## config.mk

```make
export PLATFORM = sky130hd
export DESIGN_NAME = par_cfg_master
export DESIGN_NICKNAME = d
export VERILOG_FILES = /design/src/rtl/cfg_pkg.sv /design/src/rtl/cfg_datapath.sv /design/src/rtl/cfg_ctrl.sv /design/src/rtl/par_cfg_master.sv
export SDC_FILE = /design/constraint.sdc
export NUM_CORES = 1
export LEC_CHECK = 0
export ABC_CLOCK_PERIOD_IN_PS = 2300
export BUFFER_PORTS_ARGS = -buffer_cell sky130_fd_sc_hd__buf_2
export CORE_ASPECT_RATIO = 0.5
export CORE_MARGIN = 3
export CORE_UTILIZATION = 51
export DETAILED_ROUTE_END_ITERATION = 12
export PLACE_DENSITY = 0.77
export RECOVER_POWER = 25
export SLEW_MARGIN = 10
export SYNTH_ARGS = -nofsm -noshare
export SYNTH_HDL_FRONTEND = slang
export SYNTH_SLANG_ARGS = --single-unit
```

## constraint.sdc

```tcl
create_clock -name clk -period 2.3 [get_ports clk]
set_input_delay 0.115 -clock clk [delete_from_list [all_inputs] [get_ports clk]]
set_output_delay 0.115 -clock clk [all_outputs]
set_load 0.01 [all_outputs]
```

## src/rtl/cfg_pkg.sv

```systemverilog
package cfg_pkg;

  typedef enum logic [1:0] {
    TMR_RESET,
    TMR_HALF,
    TMR_POLL
  } tmrSel_t;

  // strobes from control to datapath
  typedef struct packed {
    logic    latchLen;
    logic    latchWord;
    logic    wide;
    logic    setClk;
    logic    clrClk;
    logic    decWord;
    logic    loadTmr;
    tmrSel_t tmrSel;
  } dpCtl_t;

endpackage

```

## src/rtl/cfg_datapath.sv

```systemverilog
module cfg_datapath
  import cfg_pkg::*;
#(
  parameter int LEN_W        = 16,
  parameter int RESET_CYCLES = 2000000,
  parameter int CLK_HALF     = 4,
  parameter int DONE_POLLS   = 10000,
  parameter int LANES        = 2
) (
  input  logic               clk,
  input  logic               rstN,
  input  dpCtl_t             ctl,
  input  logic [LEN_W-1:0]   lenIn,
  input  logic [LANES*8-1:0] inData,
  output logic [LANES*8-1:0] cfgData,
  output logic               cfgClk,
  output logic               timerZero,
  output logic               lastWord,
  output logic               noWords
);

  localparam int MAX_A  = (RESET_CYCLES > DONE_POLLS) ? RESET_CYCLES : DONE_POLLS;
  localparam int MAX_T  = (MAX_A > CLK_HALF) ? MAX_A : CLK_HALF;
  localparam int TMR_W  = $clog2(MAX_T + 1);

  logic [TMR_W-1:0] tmr;
  logic [TMR_W-1:0] loadVal;
  logic [LEN_W-1:0] wordsLeft;
  logic             clkQ;

  always_comb begin
    case (ctl.tmrSel)
      TMR_RESET: loadVal = TMR_W'(RESET_CYCLES - 1);
      TMR_POLL:  loadVal = TMR_W'(DONE_POLLS - 1);
      default:   loadVal = TMR_W'(CLK_HALF - 1);
    endcase
  end

  always_ff @(posedge clk or negedge rstN) begin
    if (!rstN)            tmr <= '0;
    else if (ctl.loadTmr) tmr <= loadVal;
    else if (tmr != '0)   tmr <= tmr - 1'b1;
  end

  always_ff @(posedge clk or negedge rstN) begin
    if (!rstN)            wordsLeft <= '0;
    else if (ctl.latchLen) wordsLeft <= lenIn;
    else if (ctl.decWord && wordsLeft != '0) wordsLeft <= wordsLeft - 1'b1;
  end

  always_ff @(posedge clk or negedge rstN) begin
    if (!rstN)           clkQ <= 1'b0;
    else if (ctl.setClk) clkQ <= 1'b1;
    else if (ctl.clrClk) clkQ <= 1'b0;
  end

  // lane 0 always carries the first byte; upper lanes only in wide mode
  for (genvar g = 0; g < LANES; g++) begin : g_lane
    logic [7:0] laneQ;
    always_ff @(posedge clk or negedge rstN) begin
      if (!rstN) laneQ <= '0;
      else if (ctl.latchWord)
        laneQ <= (g == 0 || ctl.wide) ? inData[g*8 +: 8] : 8'h00;
    end
    assign cfgData[g*8 +: 8] = laneQ;
  end

  assign cfgClk    = clkQ;
  assign timerZero = (tmr == '0);
  assign lastWord  = (wordsLeft == LEN_W'(1));
  assign noWords   = (wordsLeft == '0);

endmodule

```

## src/rtl/cfg_ctrl.sv

```systemverilog
module cfg_ctrl
  import cfg_pkg::*;
#(
  parameter int TRAIL_CLOCKS = 8
) (
  input  logic       clk,
  input  logic       rstN,
  input  logic       start,
  input  logic [1:0] busBytes,
  input  logic       inValid,
  output logic       inReady,
  input  logic       cfgInitN,
  input  logic       cfgDone,
  input  logic       timerZero,
  input  logic       lastWord,
  input  logic       noWords,
  output dpCtl_t     ctl,
  output logic       cfgProgN,
  output logic       cfgRdWrN,
  output logic       cfgCsN,
  output logic       busy,
  output logic       doneOk,
  output logic       initErr,
  output logic       timeoutErr,
  output logic       widthErr
);

  localparam int TR_W = $clog2(TRAIL_CLOCKS + 1);

  typedef enum logic [3:0] {
    S_IDLE, S_SETUP, S_PROG, S_WINIT, S_FETCH, S_LEAD, S_HIGH,
    S_CHECK, S_POLL, S_TRHI, S_TRLO
  } state_e;

  state_e          state;
  logic            wideQ;
  logic [TR_W-1:0] trailCnt;
  logic            okWidth;
  logic            lastTrail;

  assign okWidth   = (busBytes == 2'd1) || (busBytes == 2'd2);
  assign lastTrail = (trailCnt == TR_W'(TRAIL_CLOCKS - 1));
  assign inReady   = (state == S_FETCH);

  always_comb begin
    ctl        = '0;
    ctl.tmrSel = TMR_HALF;
    ctl.wide   = wideQ;
    case (state)
      S_IDLE:  ctl.latchLen = start && okWidth;
      S_SETUP: begin ctl.loadTmr = 1'b1; ctl.tmrSel = TMR_RESET; end
      S_FETCH: if (inValid) begin ctl.latchWord = 1'b1; ctl.loadTmr = 1'b1; end
      S_LEAD:  if (timerZero) begin ctl.setClk = 1'b1; ctl.loadTmr = 1'b1; end
      S_HIGH:  if (timerZero) begin ctl.clrClk = 1'b1; ctl.decWord = 1'b1; end
      S_CHECK: if (cfgInitN) begin ctl.loadTmr = 1'b1; ctl.tmrSel = TMR_POLL; end
      S_POLL:  if (cfgDone) begin ctl.setClk = 1'b1; ctl.loadTmr = 1'b1; end
      S_TRHI:  if (timerZero) begin ctl.clrClk = 1'b1; ctl.loadTmr = 1'b1; end
      S_TRLO:  if (timerZero && !lastTrail) begin ctl.setClk = 1'b1; ctl.loadTmr = 1'b1; end
      default: ;
    endcase
  end

  always_ff @(posedge clk or negedge rstN) begin
    if (!rstN) begin
      state      <= S_IDLE;
      wideQ      <= 1'b0;
      trailCnt   <= '0;
      cfgProgN   <= 1'b1;
      cfgRdWrN   <= 1'b1;
      cfgCsN     <= 1'b1;
      busy       <= 1'b0;
      doneOk     <= 1'b0;
      initErr    <= 1'b0;
      timeoutErr <= 1'b0;
      widthErr   <= 1'b0;
    end else begin
      case (state)
        S_IDLE: if (start) begin
          doneOk     <= 1'b0;
          initErr    <= 1'b0;
          timeoutErr <= 1'b0;
          widthErr   <= !okWidth;
          wideQ      <= (busBytes == 2'd2);
          if (okWidth) begin
            busy     <= 1'b1;
            cfgCsN   <= 1'b0;
            cfgRdWrN <= 1'b0;
            cfgProgN <= 1'b1;
            state    <= S_SETUP;
          end
        end
        S_SETUP: begin cfgProgN <= 1'b0; state <= S_PROG; end
        S_PROG:  if (timerZero) begin cfgProgN <= 1'b1; state <= S_WINIT; end
        S_WINIT: if (cfgInitN) state <= noWords ? S_CHECK : S_FETCH;
        S_FETCH: if (inValid) state <= S_LEAD;
        S_LEAD:  if (timerZero) state <= S_HIGH;
        S_HIGH:  if (timerZero) state <= lastWord ? S_CHECK : S_FETCH;
        S_CHECK: if (cfgInitN) state <= S_POLL;
                 else begin
                   initErr <= 1'b1; busy <= 1'b0;
                   cfgCsN <= 1'b1; cfgRdWrN <= 1'b1; state <= S_IDLE;
                 end
        S_POLL:  if (cfgDone) begin trailCnt <= '0; state <= S_TRHI; end
                 else if (timerZero) begin
                   timeoutErr <= 1'b1; busy <= 1'b0;
                   cfgCsN <= 1'b1; cfgRdWrN <= 1'b1; state <= S_IDLE;
                 end
        S_TRHI:  if (timerZero) state <= S_TRLO;
        S_TRLO:  if (timerZero) begin
                   if (lastTrail) begin
                     doneOk <= 1'b1; busy <= 1'b0;
                     cfgCsN <= 1'b1; cfgRdWrN <= 1'b1; state <= S_IDLE;
                   end else begin
                     trailCnt <= trailCnt + 1'b1; state <= S_TRHI;
                   end
                 end
        default: state <= S_IDLE;
      endcase
    end
  end

endmodule

```

## src/rtl/par_cfg_master.sv

```systemverilog
module par_cfg_master
  import cfg_pkg::*;
#(
  parameter int LEN_W        = 16,
  parameter int RESET_CYCLES = 2000000,
  parameter int CLK_HALF     = 4,
  parameter int DONE_POLLS   = 10000,
  parameter int TRAIL_CLOCKS = 8
) (
  input  logic             clk,
  input  logic             rstN,
  input  logic             start,
  input  logic [1:0]       busBytes,
  input  logic [LEN_W-1:0] wordCount,
  input  logic [15:0]      inData,
  input  logic             inValid,
  output logic             inReady,
  output logic             cfgProgN,
  output logic             cfgRdWrN,
  output logic             cfgCsN,
  output logic [15:0]      cfgData,
  output logic             cfgClk,
  input  logic             cfgInitN,
  input  logic             cfgDone,
  output logic             busy,
  output logic             doneOk,
  output logic             initErr,
  output logic             timeoutErr,
  output logic             widthErr
);

  dpCtl_t ctl;
  logic   timerZero;
  logic   lastWord;
  logic   noWords;

  cfg_ctrl #(.TRAIL_CLOCKS(TRAIL_CLOCKS)) u_ctrl (
    .clk(clk), .rstN(rstN), .start(start), .busBytes(busBytes),
    .inValid(inValid), .inReady(inReady), .cfgInitN(cfgInitN), .cfgDone(cfgDone),
    .timerZero(timerZero), .lastWord(lastWord), .noWords(noWords), .ctl(ctl),
    .cfgProgN(cfgProgN), .cfgRdWrN(cfgRdWrN), .cfgCsN(cfgCsN), .busy(busy),
    .doneOk(doneOk), .initErr(initErr), .timeoutErr(timeoutErr), .widthErr(widthErr)
  );

  cfg_datapath #(
    .LEN_W(LEN_W), .RESET_CYCLES(RESET_CYCLES), .CLK_HALF(CLK_HALF),
    .DONE_POLLS(DONE_POLLS), .LANES(2)
  ) u_dp (
    .clk(clk), .rstN(rstN), .ctl(ctl), .lenIn(wordCount), .inData(inData),
    .cfgData(cfgData), .cfgClk(cfgClk), .timerZero(timerZero),
    .lastWord(lastWord), .noWords(noWords)
  );

endmodule

```

==> impl_metrics.ini <==
[status]
status = complete, but fails checks
failed_checks = setup timing

[setup_path]
reg2reg_slack_ns = -0.05
crit_required_ns = 2.52
crit_slowest_cell = or4b_4
path_class = flop to flop
crit_chain = inv_2, ha_4, or4b_4, and2b_2, nand4_4, buf_12, nor4_4, xnor2_1, o21ai_1
cp_top_family = simple AND/OR/NAND/NOR gates
end_kind = flop
startpoint_type = flop
worst-path-buf-inv = 2
max_stage_delay_ns = 0.46
arrival_ns = 2.56
crit_fanout = 5

[global_route]
grt_usage_pct = 22.59
gr-total-overflow = 0
grt_max_degree = 45
grt_pass1_wl_um = 15210
antenna_found_initial = 0
grt_pass1_vias = 3252

[finish]
drive_above_1_share_pct = 31.99
insertedDiodeCount = 0
fill_cells = 518
final_core_util_pct = 73.74
fin_area_um2 = 5115
syn2layout_area_growth_pct = 34.74
multi_input_area_um2 = 2120
nNetsFinal = 563
seq_area_um2 = 1754

[sta]
max_slew.worst_pin.slew_ns = 1.473
final.min_clock_period_ns = 2.346
setup_slack_ns = -0.04619
setup_violations = 8
fmax_mhz = 426.2
hold_violations = 0
skew_ns = 0.005258
rsz0062_at_grt = true
drv_slew = 0
post-route-period-util_pct = 102.0
slew_headroom_pct = 1.802

[power_and_ir_drop]
pwr-share-comb_pct = 41.6
leakagePower_nw = 2.262
power_frac_clock_pct = 21.1
power_frac_seq_pct = 37.3
powerDensity_nw_per_um2 = 1216
power.share.switching_pct = 38.92
p_int_mw = 3.800
vdd_drop_max_uv = 663.6
switching_power_mw = 2.421

[clock_tree]
insertion_delay_ns = 0.33
cts_buffers = 9
clock-sinks = 70
clk_path_buf_depth = 2
h-tree-depth = 3
cts_tree = done
cts.clk_slew.worst_paths_ns = 0.06
cts_root_buf = clkbuf_16

[placed_design]
hpwl_um = 6357
place_area_um2 = 4526
gp_congestion = 0.8545
io_buffers = 65

[floorplan]
initial_core_util_pct = 54.73
io_pins = 66
num_rows = 21
dieHeight_um = 67.01
core-area_um2 = 6937
die_w_um = 128.0
dieArea_um2 = 8577

[worst_hold_path]
hold_path.class = input port to flop

[yosys]
synth_ff_type = dfrtp_1
yosys.area.top_type = dfrtp_1
avgSynthCellArea_um2 = 9.420
synth_area_um2 = 3796
yosys_warnings = 0
syn_inst = 403
ys_async_sr_fraction_pct = 100.0
ys_seq_elements = 70
synth.distinct_cells = 61
synth_area_leaders = dfrtp_1, xnor2_1, nand2_1, o21ai_0, mux2_2
synthesis.nets = 449
synth-edff-count = 0
yosysSeqAreaShare_pct = 46.21
synth_top_area_share_pct = 44.83

[job]
cap_viol_max_count = 0

[route]
vias = 3392
firstDrtPassIters = 4
vias_per_cell = 5.524
drt_iter0_drc = 209
final_antenna_net_count = 0
routed_wl_um = 9353
post-route-drc-count = 0
wire_per_inst_um = 15.23
-- sequential cells by signal (all words and copies together) (netlist names) --
name,cells
u_ctrl.initErr,1
u_dp.wordsLeft,16
u_dp.g_lane.laneQ,16
u_ctrl.wideQ,1
u_ctrl.state,4
u_ctrl.cfgRdWrN,1
u_ctrl.doneOk,1
u_dp.cfgClk,1
u_ctrl.timeoutErr,1
u_ctrl.cfgProgN,1
u_dp.tmr,21
u_ctrl.widthErr,1
u_ctrl.busy,1
u_ctrl.trailCnt,4
-- layout by cell type (no fill, tap or decap), types with 12 or more instances in the layout --
cell      n
xnor2_1  26
nor4_1   13
a21oi_1  17
buf_4    42
nand2_1  47
mux2_2   12
nor3_1   12
nor2_1   34
o21ai_0  31
dfrtp_1  68
buf_2    54
-- repair_timing --
| item | CTS | global route |
|---|---|---|
| cloned | 0 | 1 |
| buffers inserted | 1 | 5 |
| hold buffers | 8 | 0 |
| hold endpoints to repair | 33 | 0 |
| endpoints found under the setup margin | 30 | 34 |
| gates resized for setup | 16 | 18 |
| pin swaps | 1 | 23 |
-- tightest hold or removal path: cells and delay by family --
family / cells / cell delay, ns
AO/OA/AOI/OAI: 1 / 0.07
buffers and inverters: 1 / 0.07
AND/OR/NAND/NOR: 1 / 0.04
-- stage by stage --
stage	power [mW]	hold slack [ns]	setup WS, ns	setup TNS, ns	cells
3_5_place_dp	4.730	0.1608	-0.1726	-0.7626	583
3_3_place_gp	4.656	0.1644	-0.04239	-0.1216	583
2_1_floorplan	3.844	-0.1806	-0.01652	-0.01652	403
5_1_grt	6.667	0.01089	-0.1628	-0.9249	614
6_report	6.221	0.006440	-0.04619	-0.2586	614
4_1_cts	6.133	0.0007826	-0.07387	-0.4590	608
-- kinds of logic (layout without fill, tap and decap cells) --
| logic type | count (synthesis) | count (layout) | synth area share (%) |
|---|---|---|---|
| AO/OA/AOI/OAI | 81 | 81 | 12.85 |
| XOR/XNOR | 29 | 29 | 6.691 |
| adder cells (fa/ha/maj) | 6 | 6 | 1.978 |
| buffers and inverters | 27 | 146 | 2.802 |
| flip-flops | 70 | 70 | 46.21 |
| multiplexers | 13 | 13 | 3.823 |
| AND/OR/NAND/NOR | 177 | 177 | 25.64 |
-- synth_stat cells (2+ instances only) --
library cell	number
nor3b_1	3
nand3_1	13
xor2_1	3
mux2_2	12
clkbuf_1	14
xnor2_1	26
inv_1	9
and3_1	2
nor3_1	15
o21ai_0	34
nor4_1	19
nand2b_1	7
a21o_1	2
dfrtp_1	68
o21a_1	3
or3_1	4
ha_1	6
a22oi_1	2
or2_2	2
or4_1	2
a21oi_1	18
nor3_2	2
nor4b_1	3
nand4b_1	2
and3b_1	2
nor2_1	34
buf_1	2
a31oi_1	4
nand2_1	48
dfstp_2	2
nand3b_1	3
nor2b_1	6
o211ai_1	3
-- area by class of cell --
class	count	share of cell area, %
clock buffer	11	4.941
clock inverter	5	0.6605
inverter	9	0.6605
multi-input combinational	306	41.44
sequential	70	34.30
tap	92	2.250
timing repair buffer	121	15.75
-- power groups by stage --
stage	Clock [mW]	Combinational [mW]	Sequential (mW)
finish	1.31	2.59	2.32
global route	1.39	2.87	2.40
CTS	1.34	2.52	2.28
detailed placement	0	2.45	2.28
global placement	0	2.39	2.27
floorplan	0	1.63	2.21
-- metal layers --
layer / vias up / wire length, um / track usage (%)
met2: 90 / 4367 / 36.59
met4: 0 / 100 / 7.143
met1: 1617 / 4414 / 29.70
met5: - / 0 / 0
met3: 12 / 471 / 6.165
li1: 1673 / - / -
-- final timing paths --
path	cells after the start	end	startpoint
min in group asynchronous	2	u_ctrl.wideQ	rstN
max in group asynchronous	3	u_ctrl.cfgRdWrN	rstN
hold reg to reg	2	u_ctrl.cfgRdWrN	u_ctrl.cfgRdWrN
setup / recovery	9	u_dp.wordsLeft[9]	u_dp.tmr[0]
hold / removal	3	u_dp.wordsLeft[8]	wordCount[8]
setup reg to reg	9	u_dp.wordsLeft[9]	u_dp.tmr[0]
Power figures use the tool's default switching activity.
